### config.mk
export PLATFORM = sky130hd
export DESIGN_NAME = handoffLink
export DESIGN_NICKNAME = d
export VERILOG_FILES = /design/src/rtl/linkPkg.sv /design/src/rtl/linkWriterCtl.sv /design/src/rtl/linkWriterDp.sv /design/src/rtl/linkReaderCtl.sv /design/src/rtl/linkReaderDp.sv /design/src/rtl/handoffLink.sv
export SDC_FILE = /design/constraint.sdc
export NUM_CORES = 1
export LEC_CHECK = 0
export ABC_AREA = 1
export BUFFER_PORTS_ARGS = -buffer_cell sky130_fd_sc_hd__buf_2
export CAP_MARGIN = 20
export CORE_MARGIN = 3
export CORE_UTILIZATION = 42
export CTS_BUF_LIST = sky130_fd_sc_hd__clkbuf_8 sky130_fd_sc_hd__clkbuf_16
export CTS_CLUSTER_DIAMETER = 100
export DETAILED_ROUTE_END_ITERATION = 12
export PLACE_DENSITY = 0.75
export SYNTH_ARGS = -nofsm -noshare
export SYNTH_HDL_FRONTEND = slang
export SYNTH_SLANG_ARGS = --single-unit
### constraint.sdc
create_clock -name clk -period 1.9 [get_ports clk]
set_clock_uncertainty 0.05 [all_clocks]
set_input_delay 0.19 -clock clk [delete_from_list [all_inputs] [get_ports clk]]
set_output_delay 0.19 -clock clk [all_outputs]
set_load 0.02 [all_outputs]
### src/rtl/linkPkg.sv
package linkPkg;
  typedef enum logic {WR_IDLE = 1'b0, WR_WAIT = 1'b1} wrStateT;
  typedef enum logic {RD_HOLD = 1'b0, RD_ACCEPT = 1'b1} rdStateT;

  typedef struct packed {
    logic load;
  } wrStrobeT;

  typedef struct packed {
    logic capture;
  } rdStrobeT;
endpackage

### src/rtl/linkWriterCtl.sv
module linkWriterCtl
  import linkPkg::*;
(
  input  logic     clk,
  input  logic     rst,
  input  logic     inValid,
  input  logic     linkAck,
  output wrStrobeT strobe,
  output logic     linkReady,
  output logic     inTaken
);
  wrStateT state, stateNext;

  // A word may be taken when the link is free or is being emptied this cycle.
  always_comb begin
    inTaken   = inValid && ((state == WR_IDLE) || linkAck);
    stateNext = state;
    if (inTaken)      stateNext = WR_WAIT;
    else if (linkAck) stateNext = WR_IDLE;
    strobe.load = inTaken;
  end

  always_ff @(posedge clk) begin
    if (rst) state <= WR_IDLE;
    else     state <= stateNext;
  end

  assign linkReady = (state == WR_WAIT);
endmodule

### src/rtl/linkWriterDp.sv
module linkWriterDp
  import linkPkg::*;
#(
  parameter int DATA_W = 16
) (
  input  logic              clk,
  input  wrStrobeT          strobe,
  input  logic [DATA_W-1:0] inData,
  output logic [DATA_W-1:0] linkData
);
  always_ff @(posedge clk) begin
    if (strobe.load) linkData <= inData;
  end
endmodule

### src/rtl/linkReaderCtl.sv
module linkReaderCtl
  import linkPkg::*;
(
  input  logic     clk,
  input  logic     rst,
  input  logic     rdStall,
  input  logic     linkReady,
  output logic     linkAck,
  output rdStrobeT strobe
);
  rdStateT state;

  always_ff @(posedge clk) begin
    if (rst)          state <= RD_HOLD;
    else if (rdStall) state <= RD_HOLD;
    else              state <= RD_ACCEPT;
  end

  // Unregistered: both sides agree on the transfer cycle.
  always_comb begin
    linkAck        = linkReady && (state == RD_ACCEPT);
    strobe.capture = linkAck;
  end
endmodule

### src/rtl/linkReaderDp.sv
module linkReaderDp
  import linkPkg::*;
#(
  parameter int DATA_W = 16
) (
  input  logic              clk,
  input  logic              rst,
  input  rdStrobeT          strobe,
  input  logic [DATA_W-1:0] linkData,
  output logic              outValid,
  output logic [DATA_W-1:0] outData
);
  always_ff @(posedge clk) begin
    if (rst) outValid <= 1'b0;
    else     outValid <= strobe.capture;
    if (strobe.capture) outData <= linkData;
  end
endmodule

### src/rtl/handoffLink.sv
module handoffLink
  import linkPkg::*;
#(
  parameter int DATA_W = 16
) (
  input  logic              clk,
  input  logic              rst,
  input  logic              inValid,
  input  logic [DATA_W-1:0] inData,
  output logic              inTaken,
  input  logic              rdStall,
  output logic              outValid,
  output logic [DATA_W-1:0] outData,
  output logic              linkReady,
  output logic              linkAck,
  output logic [DATA_W-1:0] linkData
);
  wrStrobeT wrStrobe;
  rdStrobeT rdStrobe;

  linkWriterCtl uWrCtl (
    .clk(clk), .rst(rst), .inValid(inValid), .linkAck(linkAck),
    .strobe(wrStrobe), .linkReady(linkReady), .inTaken(inTaken)
  );

  linkWriterDp #(.DATA_W(DATA_W)) uWrDp (
    .clk(clk), .strobe(wrStrobe), .inData(inData), .linkData(linkData)
  );

  linkReaderCtl uRdCtl (
    .clk(clk), .rst(rst), .rdStall(rdStall), .linkReady(linkReady),
    .linkAck(linkAck), .strobe(rdStrobe)
  );

  linkReaderDp #(.DATA_W(DATA_W)) uRdDp (
    .clk(clk), .rst(rst), .strobe(rdStrobe), .linkData(linkData),
    .outValid(outValid), .outData(outData)
  );
endmodule

==> flow_summary.ini, run 1 <==
[status]
outcome = finished clean

[power]
peakVddDrop_v = 0.0006898
clkPwrFrac_pct = 31.7
power_frac_comb_pct = 7.6
leakage_nw = 0.6349
pwr_density_cell_mw_per_mm2 = 1001
switchingPower_mw = 0.3093
internal_power_mw = 1.162
swShare_pct = 21.02
pwr-share-seq_pct = 60.6

[synth]
syn_area_mm2 = 0.001061
synth_nets = 64
synth_area_leaders = edfxtp_1 (91%), dfxtp_1 (5.7%), inv_1 (1.1%), a21oi_2 (0.83%), nand2_1 (0.71%)
ys_seq_elements = 35
avgSynthCellArea_um2 = 24.11
seq_area_frac_synth_pct = 96.23
synth_cell_type_count = 7
yosys.area.top_type_share_pct = 90.57
yosys_warnings = 0
synth_largest_area_cell = edfxtp_1
syn_inst = 44

[routing]
drt.antenna.violating_nets = 0
via_per_inst = 4.255
drt-wirelength-per-cell_um = 12.63
drt_pass1_iterations = 3
vias = 583
drc_errors = 0
wirelength_mm = 1.730
drt_iter0_drc = 10

[timing]
finalSetupViolCount = 0
worst_pin_slew_ns = 0.3729
relSlewSlack_pct = 75.12
final.setup.tns_ns = 0
clock.fmax_ghz = 0.6607
final_hold_viol_count = 0
drv_slew = 0
fin_crit_ns = 1.514
rsz0062_at_grt = false
min_period_over_period_pct = 79.66

[clock_tree]
postCtsSetupBuffers = 0
cts_hold_buf = 0
cts.sink_count = 35
insertion_delay_ns = 0.27
cts_resized = 0
cts_root_buf = clkbuf_8
clk_pin_slew_ns = 0.06
cts_buffers = 5
h-tree-depth = 2
cts_max_path_buffers = 2
cts_tree = done

[setup_path]
slowest_delay_ns = 0.38
slowest_stage = dfxtp_1
cp_num_cells = 3
setup.worst_path.class = register to primary output
worst_ep_required_time_ns = 1.66
end_kind = primary output
worstPathMaxFanout = 10
critPathTopFamily = buffers and inverters
reg2regPathDepth = 3
startpoint_type = register
crit_arrival_ns = 1.27
path_buf_inv = 2
cp_cell_sequence = nand2_1 -> inv_1 -> buf_2

[cells_and_area]
ff_latch_area_mm2 = 0.001021
finalNonFillerCells = 137
nets = 128
drive_gt1_share_pct = 58.72
diodes = 0
layout_commonest_cell = buf_2
final_cell_mix = buf_2 (55), edfxtp_1 (32), inv_1 (6)
area_delta_synth_final_pct = 38.56
multiInputGateArea_um2 = 32.53
fill_cells = 186
fin_util_pct = 64.00

[placed_design]
io_buffers = 55
globalplace.congestion = 0.6628
place_inst = 129
dp_hpwl_mm = 1.314

[min_path]
hold_path_depth = 2
hp-class = input port to register

[grt]
grt_use_total_pct = 11.96
grt_pass1_wl_mm = 2.787
overflow = 0
grt_max_degree = 18
grt_pass1_vias = 599
antenna_found_initial = 0

[die]
fp.coreArea_mm2 = 0.002297
fp.dieW_um = 56.26
ios = 56
fp-row-count = 17
die_height_um = 56.26
start_util_pct = 46.19
die_area_mm2 = 0.003165

[job]
cap_violations = 0
==> registers in the layout, indices dropped and copies added (netlist names) <==
name and cells:
uRdCtl.state 1, uRdDp.outValid 1, uWrCtl.linkReady 1, uWrDp.linkData 16, uRdDp.outData 16
==> area by class of cell <==
class                      instances  area share [%]
multi-input combinational          6           2.213
clock buffer                       5           4.681
inverter                           3          0.7660
tap                               28           2.383
sequential                        35           69.45
timing repair buffer              57           19.74
clock inverter                     3          0.7660
==> per-stage QoR <==
step / cell area (um^2) / setup WS [ns] / power, mW / hold slack [ns]
finish: 1470 / 0.3865 / 1.472 / 0.01670
global route: 1470 / 0.2667 / 1.537 / 0.006976
CTS: 1470 / 0.3623 / 1.486 / 0.009532
detailed placement: 1390 / 0.5395 / 1.023 / 0.2982
global placement: 1390 / 0.5959 / 1.019 / 0.2903
floorplan: 1065 / 0.3834 / 0.9659 / 0.2024
==> metal layers <==
layer | global-route usage (%) | wire (um)
met1 | 13.00 | 653
met2 | 19.03 | 904
met3 | 6.437 | 152
met4 | 5.763 | 21
met5 | 0 | 0
==> power groups by stage <==
stage	sequential (mW)	clock [mW]	combinational, mW
after floorplan	0.947	0	0.0187
after global placement	0.907	0	0.113
after detailed placement	0.909	0	0.114
after CTS	0.893	0.480	0.114
after global routing	0.896	0.521	0.120
final	0.892	0.467	0.112
==> synth_stat cells (all sizes together) <==
| cell type | instances |
|---|---|
| edfxtp | 32 |
| dfxtp | 3 |
| inv | 3 |
| a21oi | 2 |
| nand2 | 2 |
| nor2 | 2 |
==> cell families (layout without fill, tap and decap cells) <==
kind of cell | Yosys count | after routing | share of synthesized area [%]
compound gates | 2 | 2 | 1.297
buf+inv | 3 | 68 | 1.061
flops | 35 | 35 | 96.23
simple gates | 4 | 4 | 1.416
==> path summary, 6_finish.rpt <==
check / from / end / slack, ns
max: uWrCtl.linkReady / linkAck / 0.39
min: rdStall / uRdCtl.state / 0.02
max reg2reg: uWrCtl.linkReady / uRdDp.outData[2] / 0.56
min reg2reg: uWrDp.linkData[3] / uRdDp.outData[3] / 0.39
(Power assumes the default switching activity.)
==> run 2: changes to the inputs <==
Settings changed: CORE_UTILIZATION 42 to 38, PLACE_DENSITY 0.75 to 0.72.
Clock period 1.9 ns to 1.3 ns, I/O delays scaled along.
==> flow_summary.ini, run 2 (synthesized netlist as in run 1, its figures left out) <==
[timing]
clock.fmax_ghz = 0.8010
relSlewSlack_pct = 86.32
drv_slew = 0
finalSetupViolCount = 0
final_hold_viol_count = 0
whs_ns = 0.1010
fin_ws_ns = 0.05157
worst_pin_slew_ns = 0.2052
fin_crit_ns = 1.248
final.setup.tns_ns = 0
min_period_over_period_pct = 96.03
rsz0062_at_grt = false

[setup_path]
end_kind = primary output
critPathTopFamily = flip-flops
cp_cell_sequence = inv_2 -> a21oi_4 -> buf_12 -> buf_4
worst_ep_required_time_ns = 1.12
setup.worst_path.class = register to primary output
crit_path_start = uRdCtl.state
path_buf_inv = 3
slowest_stage = dfxtp_2
crit_arrival_ns = 1.07
r2r_start = uRdCtl.state
startpoint_type = register
worstPathMaxFanout = 3
slowest_delay_ns = 0.33

[routing]
drt_iter0_drc = 14
drt.antenna.violating_nets = 0
vias = 698
drc_errors = 0
drt-wirelength-per-cell_um = 13.53
drt_pass1_iterations = 2
via_per_inst = 4.363
wirelength_mm = 2.165

[power]
clkPwrFrac_pct = 35.3
power_frac_comb_pct = 9.7
pwr-share-seq_pct = 54.9
internal_power_mw = 1.876
finalPower_mw = 2.376
switchingPower_mw = 0.5006
leakage_nw = 0.7332
swShare_pct = 21.06
peakVddDrop_v = 0.001159
pwr_density_cell_mw_per_mm2 = 1371

[cells_and_area]
nets = 149
diodes = 0
reg_top3 = uRdDp.outData x16, uWrDp.linkData x16
area_delta_synth_final_pct = 63.33
final_cell_mix = buf_2 (54), edfxtp_1 (32), dlygate4sd3_1 (18)
finalNonFillerCells = 160
layout_commonest_cell = buf_2
stdcell_area_mm2 = 0.001733
drive_gt1_share_pct = 56.15
fin_util_pct = 67.50

[clock_tree]
insertion_delay_ns = 0.28
h-tree-depth = 2
cts_root_buf = clkbuf_8
cts_buffers = 5
cts.sink_count = 35
clk_pin_slew_ns = 0.06
cts_tree = done
cts_max_path_buffers = 2

[min_path]
hp-class = input port to register
min_from = inValid

[grt]
antenna_found_initial = 0
grt_pass1_vias = 736
grt_use_total_pct = 14.22
grt_pass1_wl_mm = 3.360
grt_max_degree = 17
overflow = 0

[die]
fp.dieW_um = 58.84
fp.coreArea_mm2 = 0.002567
die_area_mm2 = 0.003462
die_height_um = 58.84
fp-row-count = 18
start_util_pct = 41.33
ios = 56

[job]
cap_violations = 0

[placed_design]
post-place-ws_ns = 0.04204
placedInstanceArea_mm2 = 0.001410
globalplace.congestion = 0.6653
dp_hpwl_mm = 1.447
place_inst = 130
io_buffers = 55

[status]
outcome = finished clean
run 2: timing repair:
item | 4_1_cts | 5_1_grt
hold endpoints to repair | 19 | 0
resized for setup | 1 | 3
pin swaps | 0 | 1
endpoints found under the setup margin | 2 | 1
hold buffers | 19 | 0
setup buffers | 3 | 0
run 2: per-layer routing:
| layer | global-route usage [%] | routed length [um] |
|---|---|---|
| met1 | 14.20 | 800 |
| met2 | 23.82 | 1096 |
| met3 | 4.605 | 195 |
| met4 | 11.65 | 73 |
| met5 | 0 | 0 |
run 2: path summary, 6_finish.rpt:
path,depth (start not counted),slack (ns),end
setup / recovery,4,0.05,inTaken
hold / removal,3,0.10,uWrCtl.linkReady
setup reg to reg,4,0.14,uWrDp.linkData[14]
hold reg to reg,0,0.40,uRdDp.outData[8]
run 2: cell type report:
cell class	instances	area, um^2
multi-input combinational	6	40.04
sequential	35	1023
clock inverter	1	7.507
timing repair buffer	78	513.0
fill	183	834.6
inverter	3	15.01
clock buffer	7	96.34
tap	30	37.54
run 2: worst reg2reg max path, stage by stage, from the launching register on:
cell     delay (ns)
dfxtp_2        0.33
inv_2          0.05
a21oi_4        0.16
buf_12         0.11
buf_4          0.16
run 2: power by group through the flow:
stage / registers (mW) / clock network [mW] / logic, mW
6_report: 1.31 / 0.839 / 0.232
5_1_grt: 1.31 / 0.929 / 0.248
4_1_cts: 1.31 / 0.870 / 0.232
3_5_place_dp: 1.33 / 0 / 0.178
3_3_place_gp: 1.33 / 0 / 0.175
2_1_floorplan: 1.39 / 0 / 0.0306
